==> config.mk <==
export PLATFORM = sky130hd
export DESIGN_NAME = pt_walker
export DESIGN_NICKNAME = d
export VERILOG_FILES = /design/src/rtl/pt_walker_pkg.sv /design/src/rtl/pt_idx_sel.sv /design/src/rtl/pt_desc_dec.sv /design/src/rtl/pt_leaf_merge.sv /design/src/rtl/pt_walker.sv
export SDC_FILE = /design/constraint.sdc
export NUM_CORES = 1
export LEC_CHECK = 0
export BUFFER_PORTS_ARGS = -buffer_cell sky130_fd_sc_hd__buf_2
export CAP_MARGIN = 20
export CORE_UTILIZATION = 50
export DETAILED_ROUTE_END_ITERATION = 8
export PLACE_DENSITY = 0.8
export SETUP_SLACK_MARGIN = 0.05
export SLEW_MARGIN = 25
export SYNTH_ARGS = -nofsm -noshare
export SYNTH_HDL_FRONTEND = slang
export SYNTH_HIERARCHICAL = 1
export SYNTH_SLANG_ARGS = --single-unit
==> constraint.sdc <==
create_clock -name clk -period 3.6 [get_ports clk]
set_input_delay 0.72 -clock clk [delete_from_list [all_inputs] [get_ports clk]]
set_output_delay 0.72 -clock clk [all_outputs]
set_load 0.1 [all_outputs]
==> src/rtl/pt_walker_pkg.sv <==
package pt_walker_pkg;

  typedef enum logic [1:0] {
    ST_IDLE  = 2'd0,
    ST_ISSUE = 2'd1,
    ST_WAIT  = 2'd2
  } walk_st_e;

  typedef enum logic [1:0] {
    FLT_NONE   = 2'd0,
    FLT_XLATE  = 2'd1,
    FLT_ACCESS = 2'd2
  } walk_flt_e;

  // restrictions inherited from table descriptors
  typedef struct packed {
    logic ns;
    logic ap_ro;
    logic ap_noel0;
    logic xn;
    logic pxn;
  } tbl_lim_t;

  typedef struct packed {
    logic [2:0] idx;
    logic       ns;
    logic [1:0] ap;
    logic [1:0] sh;
    logic       ng;
    logic       contig;
    logic       pxn;
    logic       uxn;
  } leaf_attr_t;

endpackage

==> src/rtl/pt_idx_sel.sv <==
module pt_idx_sel #(
  parameter int AW         = 48,
  parameter int GRAN_SHIFT = 12,
  parameter int IDX_W      = 9,
  parameter int LVL        = 4,
  localparam int LVL_W     = $clog2(LVL)
) (
  input  logic [AW-1:0]    va,
  input  logic [LVL_W-1:0] level,
  output logic [IDX_W-1:0] idx
);

  logic [IDX_W-1:0] idx_tbl [LVL];

  for (genvar g = 0; g < LVL; g++) begin : g_lvl
    assign idx_tbl[g] = va[GRAN_SHIFT + (LVL-1-g)*IDX_W +: IDX_W];
  end

  assign idx = idx_tbl[level];

endmodule

==> src/rtl/pt_desc_dec.sv <==
module pt_desc_dec
  import pt_walker_pkg::*;
#(
  parameter int AW         = 48,
  parameter int DW         = 64,
  parameter int GRAN_SHIFT = 12,
  parameter int IDX_W      = 9,
  parameter int LVL        = 4,
  localparam int LVL_W     = $clog2(LVL),
  localparam int TBL_W     = AW - GRAN_SHIFT
) (
  input  logic [DW-1:0]    desc,
  input  logic [LVL_W-1:0] level,
  input  logic [AW-1:0]    va,
  input  logic             hier_dis,
  output logic             go_down,
  output logic             flt_xlate,
  output logic             flt_af,
  output logic [TBL_W-1:0] nxt_tbl,
  output logic [AW-1:0]    leaf_pa,
  output leaf_attr_t       raw_attr,
  output tbl_lim_t         lim
);

  logic          last_lvl;
  logic          leaf_ok;
  logic [AW-1:0] pa_lvl [LVL];
  logic          unused_bits;

  assign last_lvl = (level == LVL_W'(LVL-1));
  assign go_down  = desc[0] && desc[1] && !last_lvl;
  // leaf: page at the last level, block at middle levels, never at level 0
  assign leaf_ok  = desc[0] && (last_lvl ? desc[1]
                                         : (!desc[1] && (level != '0)));
  assign flt_xlate = !go_down && !leaf_ok;
  assign flt_af    = leaf_ok && !desc[10];
  assign nxt_tbl   = desc[AW-1:GRAN_SHIFT];

  for (genvar g = 0; g < LVL; g++) begin : g_pa
    localparam int SH = GRAN_SHIFT + (LVL-1-g)*IDX_W;
    assign pa_lvl[g] = {desc[AW-1:SH], va[SH-1:0]};
  end
  assign leaf_pa = pa_lvl[level];

  assign raw_attr.idx    = desc[4:2];
  assign raw_attr.ns     = desc[5];
  assign raw_attr.ap     = desc[7:6];
  assign raw_attr.sh     = desc[9:8];
  assign raw_attr.ng     = desc[11];
  assign raw_attr.contig = desc[52];
  assign raw_attr.pxn    = desc[53];
  assign raw_attr.uxn    = desc[54];

  assign lim.ns       = desc[63];
  assign lim.ap_ro    = desc[62] & ~hier_dis;
  assign lim.ap_noel0 = desc[61] & ~hier_dis;
  assign lim.xn       = desc[60] & ~hier_dis;
  assign lim.pxn      = desc[59] & ~hier_dis;

  assign unused_bits = ^{desc[58:55], desc[51:AW], va[AW-1:GRAN_SHIFT+(LVL-1)*IDX_W]};

endmodule

==> src/rtl/pt_leaf_merge.sv <==
module pt_leaf_merge
  import pt_walker_pkg::*;
(
  input  leaf_attr_t raw_attr,
  input  tbl_lim_t   acc,
  output leaf_attr_t out_attr
);

  always_comb begin
    out_attr        = raw_attr;
    out_attr.ns     = raw_attr.ns | acc.ns;
    out_attr.ap[1]  = raw_attr.ap[1] | acc.ap_ro;
    out_attr.ap[0]  = raw_attr.ap[0] & ~acc.ap_noel0;
    out_attr.uxn    = raw_attr.uxn | acc.xn;
    out_attr.pxn    = raw_attr.pxn | acc.pxn;
  end

endmodule

==> src/rtl/pt_walker.sv <==
module pt_walker
  import pt_walker_pkg::*;
#(
  parameter int AW         = 48,
  parameter int DW         = 64,
  parameter int IDX_W      = 9,
  parameter int LVL        = 4,
  localparam int DESC_SH   = $clog2(DW/8),
  localparam int GRAN_SHIFT = IDX_W + DESC_SH,
  localparam int LVL_W     = $clog2(LVL),
  localparam int TBL_W     = AW - GRAN_SHIFT
) (
  input  logic             clk,
  input  logic             rst_n,
  input  logic             req_valid,
  output logic             req_ready,
  input  logic [AW-1:0]    req_va,
  input  logic [AW-1:0]    req_base,
  input  logic             req_hier_dis,
  output logic             mem_req_valid,
  output logic [AW-1:0]    mem_req_addr,
  input  logic             mem_rsp_valid,
  input  logic [DW-1:0]    mem_rsp_data,
  output logic             walk_done,
  output logic [1:0]       walk_fault,
  output logic [LVL_W-1:0] walk_level,
  output logic [AW-1:0]    walk_pa,
  output logic [2:0]       walk_attr_idx,
  output logic             walk_ns,
  output logic [1:0]       walk_ap,
  output logic [1:0]       walk_sh,
  output logic             walk_ng,
  output logic             walk_contig,
  output logic             walk_pxn,
  output logic             walk_uxn
);

  walk_st_e         st_q, st_d;
  logic [LVL_W-1:0] lvl_q, lvl_d;
  logic [AW-1:0]    va_q, va_d;
  logic [TBL_W-1:0] tbl_q, tbl_d;
  logic             hd_q, hd_d;
  tbl_lim_t         acc_q, acc_d;
  logic             done_q, done_d;
  walk_flt_e        fk_q, fk_d;
  logic [LVL_W-1:0] fl_q, fl_d;
  logic [AW-1:0]    pa_q, pa_d;
  leaf_attr_t       attr_q, attr_d;

  logic [IDX_W-1:0] idx;
  logic             go_down, flt_xlate, flt_af;
  logic [TBL_W-1:0] nxt_tbl;
  logic [AW-1:0]    leaf_pa;
  leaf_attr_t       raw_attr, merged;
  tbl_lim_t         lim;
  logic             unused_base;

  pt_idx_sel #(.AW(AW), .GRAN_SHIFT(GRAN_SHIFT), .IDX_W(IDX_W), .LVL(LVL)) u_idx (
    .va    (va_q),
    .level (lvl_q),
    .idx   (idx)
  );

  pt_desc_dec #(.AW(AW), .DW(DW), .GRAN_SHIFT(GRAN_SHIFT), .IDX_W(IDX_W), .LVL(LVL)) u_dec (
    .desc      (mem_rsp_data),
    .level     (lvl_q),
    .va        (va_q),
    .hier_dis  (hd_q),
    .go_down   (go_down),
    .flt_xlate (flt_xlate),
    .flt_af    (flt_af),
    .nxt_tbl   (nxt_tbl),
    .leaf_pa   (leaf_pa),
    .raw_attr  (raw_attr),
    .lim       (lim)
  );

  pt_leaf_merge u_merge (
    .raw_attr (raw_attr),
    .acc      (acc_q),
    .out_attr (merged)
  );

  always_comb begin
    st_d   = st_q;
    lvl_d  = lvl_q;
    va_d   = va_q;
    tbl_d  = tbl_q;
    hd_d   = hd_q;
    acc_d  = acc_q;
    done_d = 1'b0;
    fk_d   = fk_q;
    fl_d   = fl_q;
    pa_d   = pa_q;
    attr_d = attr_q;
    case (st_q)
      ST_IDLE: begin
        if (req_valid) begin
          st_d  = ST_ISSUE;
          lvl_d = '0;
          va_d  = req_va;
          tbl_d = req_base[AW-1:GRAN_SHIFT];
          hd_d  = req_hier_dis;
          acc_d = '0;
        end
      end
      ST_ISSUE: st_d = ST_WAIT;
      ST_WAIT: begin
        if (mem_rsp_valid) begin
          if (go_down) begin
            st_d  = ST_ISSUE;
            lvl_d = lvl_q + LVL_W'(1);
            tbl_d = nxt_tbl;
            acc_d = tbl_lim_t'(acc_q | lim);
          end else begin
            st_d   = ST_IDLE;
            done_d = 1'b1;
            fl_d   = lvl_q;
            if (flt_xlate || flt_af) begin
              fk_d   = flt_xlate ? FLT_XLATE : FLT_ACCESS;
              pa_d   = '0;
              attr_d = '0;
            end else begin
              fk_d   = FLT_NONE;
              pa_d   = leaf_pa;
              attr_d = merged;
            end
          end
        end
      end
      default: st_d = ST_IDLE;
    endcase
  end

  always_ff @(posedge clk or negedge rst_n) begin
    if (!rst_n) begin
      st_q   <= ST_IDLE;
      lvl_q  <= '0;
      va_q   <= '0;
      tbl_q  <= '0;
      hd_q   <= 1'b0;
      acc_q  <= '0;
      done_q <= 1'b0;
      fk_q   <= FLT_NONE;
      fl_q   <= '0;
      pa_q   <= '0;
      attr_q <= '0;
    end else begin
      st_q   <= st_d;
      lvl_q  <= lvl_d;
      va_q   <= va_d;
      tbl_q  <= tbl_d;
      hd_q   <= hd_d;
      acc_q  <= acc_d;
      done_q <= done_d;
      fk_q   <= fk_d;
      fl_q   <= fl_d;
      pa_q   <= pa_d;
      attr_q <= attr_d;
    end
  end

  assign req_ready     = (st_q == ST_IDLE);
  assign mem_req_valid = (st_q == ST_ISSUE);
  assign mem_req_addr  = {tbl_q, idx, {DESC_SH{1'b0}}};
  assign walk_done     = done_q;
  assign walk_fault    = fk_q;
  assign walk_level    = fl_q;
  assign walk_pa       = pa_q;
  assign walk_attr_idx = attr_q.idx;
  assign walk_ns       = attr_q.ns;
  assign walk_ap       = attr_q.ap;
  assign walk_sh       = attr_q.sh;
  assign walk_ng       = attr_q.ng;
  assign walk_contig   = attr_q.contig;
  assign walk_pxn      = attr_q.pxn;
  assign walk_uxn      = attr_q.uxn;
  assign unused_base   = ^req_base[GRAN_SHIFT-1:0];

endmodule

==> results <==
- The flow ran to the end, and the final reports show no timing, DRC or antenna violations.
- The number of detailed-route iterations in the first pass is 4.
- The DRC marker count from the first detailed-route iteration is 196.
- From synthesis to final layout, the design area changed by 17.77%.
- The cell area after synthesis is 0.008018 mm^2.
- The kind of cell with the highest combined delay along the critical path is buffers and inverters.
- The number of sinks driven by the clock tree is 159.
- The average footprint of a synthesized cell is 11.32 um^2.
- The count of unique library cells instantiated by Yosys is 37.
- The met2 routing resource usage after global routing is 40.25%.
- The most common cell after layout, fill and taps aside is buf_2.
- The buffer depth of the longest clock path is 2.
- The routed design has 19.27 mm of wire.
- The count of mapped cells out of synthesis is 708.
- The clock-pin slew on the worst setup and hold paths is 60 ps.
- The number of synthesis warnings is 6.
- The horizontal extent of the die is 128.6 um.
- The number of top-level pins is 280.
- The cell row count is 45.
- The critical path is of the reg -> out type.
- Setup violations remaining at the end of the flow were counted as 0.
- The CTS tree is built.
- The total number of H-tree levels is 4.
- The number of global-route vias before repair was 5518.
- After synthesis the netlist holds a flip-flop and latch count of 159.
- Measured in cells, the most critical reg-to-reg path has a length of 4.
- The last weighted congestion value of the routability-driven placer is 0.7560.
- The post-cts hold buffer count is 0.
- In the final layout, the share of cells above drive strength 1 is 44.52%.
- The largest single stage delay on the critical path is 570 ps.
- The end of the worst register-to-register path is tbl_q[9]$_DFFE_PN0P_.
- The slew of the pin with the lowest slew margin is 801.9 ps.
- The global router's overall resource usage is 24.41%.
- For this run, the post-layout net count is 1037.
- The worst reg2reg path startpoint is st_q[1]$_DFFE_PN0P_.
- In the final timing run, aggregate negative setup slack is 0 ps.
- The worst path in the final design needs a cycle of 2808 ps, including I/O delays and setup.
- The count of input and output buffers is 256.
- The half-perimeter wire length of the detailed placement result is 13.69 mm.
- At the worst endpoint, the required time is 2880 ps.
- Across all register-to-register paths, the minimum setup slack is 1420 ps.
- Once detail routing completed, the nets flagged for antenna violations numbered 0.
- The total CTS buffers is 17.
- In the post-synthesis netlist, the biggest area contributors are dfrtp_1 50%, mux2_4 12%, buf_4 7.8%.
- Data arrives at the worst endpoint at 2090 ps.
- At the later pin of the worst-skew pair, clock insertion delay measures 410 ps.
- The number of gates resized after cts is 0.
- The core region is 0.01543 mm^2.
- The number of antenna violations at the first check in global routing is 2.
- The worst pin sits at a relative slew slack of 46.54%.
- For this run, global-route usage on met3 was measured as 7.443%.
- In this run the post-CTS setup repair buffer count came out at 0.
- The routed layout has 5598 vias.
- For this design, the slowest cell found on the critical path is mux4_2.
- The remaining global-route overflow is 0.
- The critical path contains buffers and inverters numbering 2 combined.
- Of all cell types, the one taking the most synthesized area is dfrtp_1.
- The final cell count without fillers is 1097.
- The global-route wire length before repair is 30.24 mm.
- The class of the tightest hold or removal check is in -> async.
- The via density per instance is 5.103.
- Setup repair after global routing left no endpoint under its margin.
- Of all nets on the critical path, the largest fanout is 18.
- The final critical path takes up 78.01% of the cycle.
- The sort of element at the end of the critical path is a primary output.
- The worst setup path is launched from a flip-flop.
- The final-report max-slew violation count came to 0.
- In the layout the commonest cells are 255 x buf_2, 158 x dfrtp_1, 121 x nand2_1, 89 x o21ai_0, 66 x mux2_4.
- The maximum achievable frequency is 0.3561 GHz.
- The tree is rooted in a clkbuf_16.
- After filler insertion, the fill cell instance count of the layout stands at 1307.
- met2 is the most crowded layer.
- The die span in y is 128.6 um.
- The routing usage on met1 is 31.66%.
- The area enclosed by the die boundary is 0.01655 mm^2.
- Dividing the detail-routed wire length by the instance count gives 17.56 um.
- Walking the worst path, the cells encountered are buf_4 -> mux4_2 -> buf_2.
- Between clock sinks in the finished design, the worst skew comes to 6.936 ps.
- The number of hold violations in the final report is 0.
- The share of the yosys chip area belonging to registers is 49.63%.
- The share of the synthesized area in the top cell type is 49.63%.
- Counting tap cells, the placed design contains a total of 1064 instances.
- Entering global routing, the biggest net connects 67 pins.
- The remaining routing DRC violations is 0.
- Across the run, the number of max-cap violations was 0.
- The starting density of the core is 51.97%.
## cell usage after synthesis
cell type    n
a21o_1       1
a21oi_2      1
a221o_1      1
a22o_1       5
and2b_1      1
and3_1       1
and4b_1      1
buf_12       1
buf_2       12
buf_4       83
buf_6        9
clkbuf_1    21
clkbuf_2     2
conb_1       1
dfrtp_1    159
inv_1        3
mux2_2      13
mux2_4      66
mux2i_1     36
mux4_2       9
nand2_1    121
nand2_8      1
nand2b_1     1
nand3_1     37
nand3b_1     1
nand4b_1     1
nand4bb_1    2
nor2_1       2
nor2_8       1
nor2b_1      7
nor3b_1      1
o21ai_0     89
o21ai_1     10
o22ai_1      1
or2_1        4
or3b_1       1
xor2_1       2
## cell type report
type | instances | area, um^2 | area share, %
Tap cell | 211 | 264.0 | 2.796
Antenna cell | 1 | 2.502 | 0.02650
Timing Repair Buffer | 271 | 1450 | 15.36
Clock inverter | 10 | 113.9 | 1.206
Clock buffer | 22 | 444.2 | 4.704
Multi-Input combinational cell | 420 | 3177 | 33.64
Sequential cell | 159 | 3980 | 42.15
Inverter | 3 | 11.26 | 0.1193
## through the flow
stage	worst slack [ps]	utilization (%)	hold WS, ps	instance area [um^2]
2_1_floorplan	1078	-	424.4	8025
3_3_place_gp	1180	57.57	457.4	8882
3_5_place_dp	1138	57.57	465.4	8882
4_1_cts	753.5	61.19	303.0	9440
5_1_grt	700.3	61.21	323.5	9443
6_report	791.6	61.21	300.5	9443
## routing by layer
metal,routed length [um],vias up
met5,11,-
met4,114,2
met3,1518,9
met2,9383,198
met1,8240,2728
li1,-,2661
## kinds of logic (layout without fill, tap and decap cells)
group / Yosys count / after routing / synth area share [%]
buffers and inverters: 131 / 306 / 11.28
DFF: 159 / 159 / 49.63
xor gates and xnor gates: 2 / 2 / 0.2185
muxes: 124 / 124 / 21.21
AOI/OAI and AO/OA: 108 / 108 / 7.132
other: 1 / 4 / 0.04677
and+or+nand+nor: 183 / 183 / 10.49
## state kept, by name, indices dropped and copies added (netlist names), 2 cells and up
| signal | flops |
|---|---|
| walk_fault | 2 |
| acc_q | 5 |
| walk_sh | 2 |
| lvl_q | 2 |
| va_q | 48 |
| walk_level | 2 |
| walk_pa | 48 |
| st_q | 2 |
| tbl_q | 36 |
| walk_ap | 2 |
| walk_attr_idx | 3 |
## worst max path at each step
stage | from | endpoint | slack [ps] | cells past startpoint
3_3_place_gp | mem_rsp_data[0] | tbl_q[13]$_DFFE_PN0P_ | 1180 | 6
2_1_floorplan | st_q[1]$_DFFE_PN0P_ | lvl_q[1]$_DFFE_PN0P_ | 1080 | 4
6_report | lvl_q[0]$_DFFE_PN0P_ | mem_req_addr[3] | 790 | 3
5_1_grt | lvl_q[0]$_DFFE_PN0P_ | mem_req_addr[3] | 700 | 3
3_5_place_dp | mem_rsp_data[0] | tbl_q[22]$_DFFE_PN0P_ | 1140 | 6
4_1_cts | lvl_q[0]$_DFFE_PN0P_ | mem_req_addr[3] | 750 | 3
Power is not shown: default switching activity piles up to over one toggle a cycle in this logic, so the estimate is an artifact.
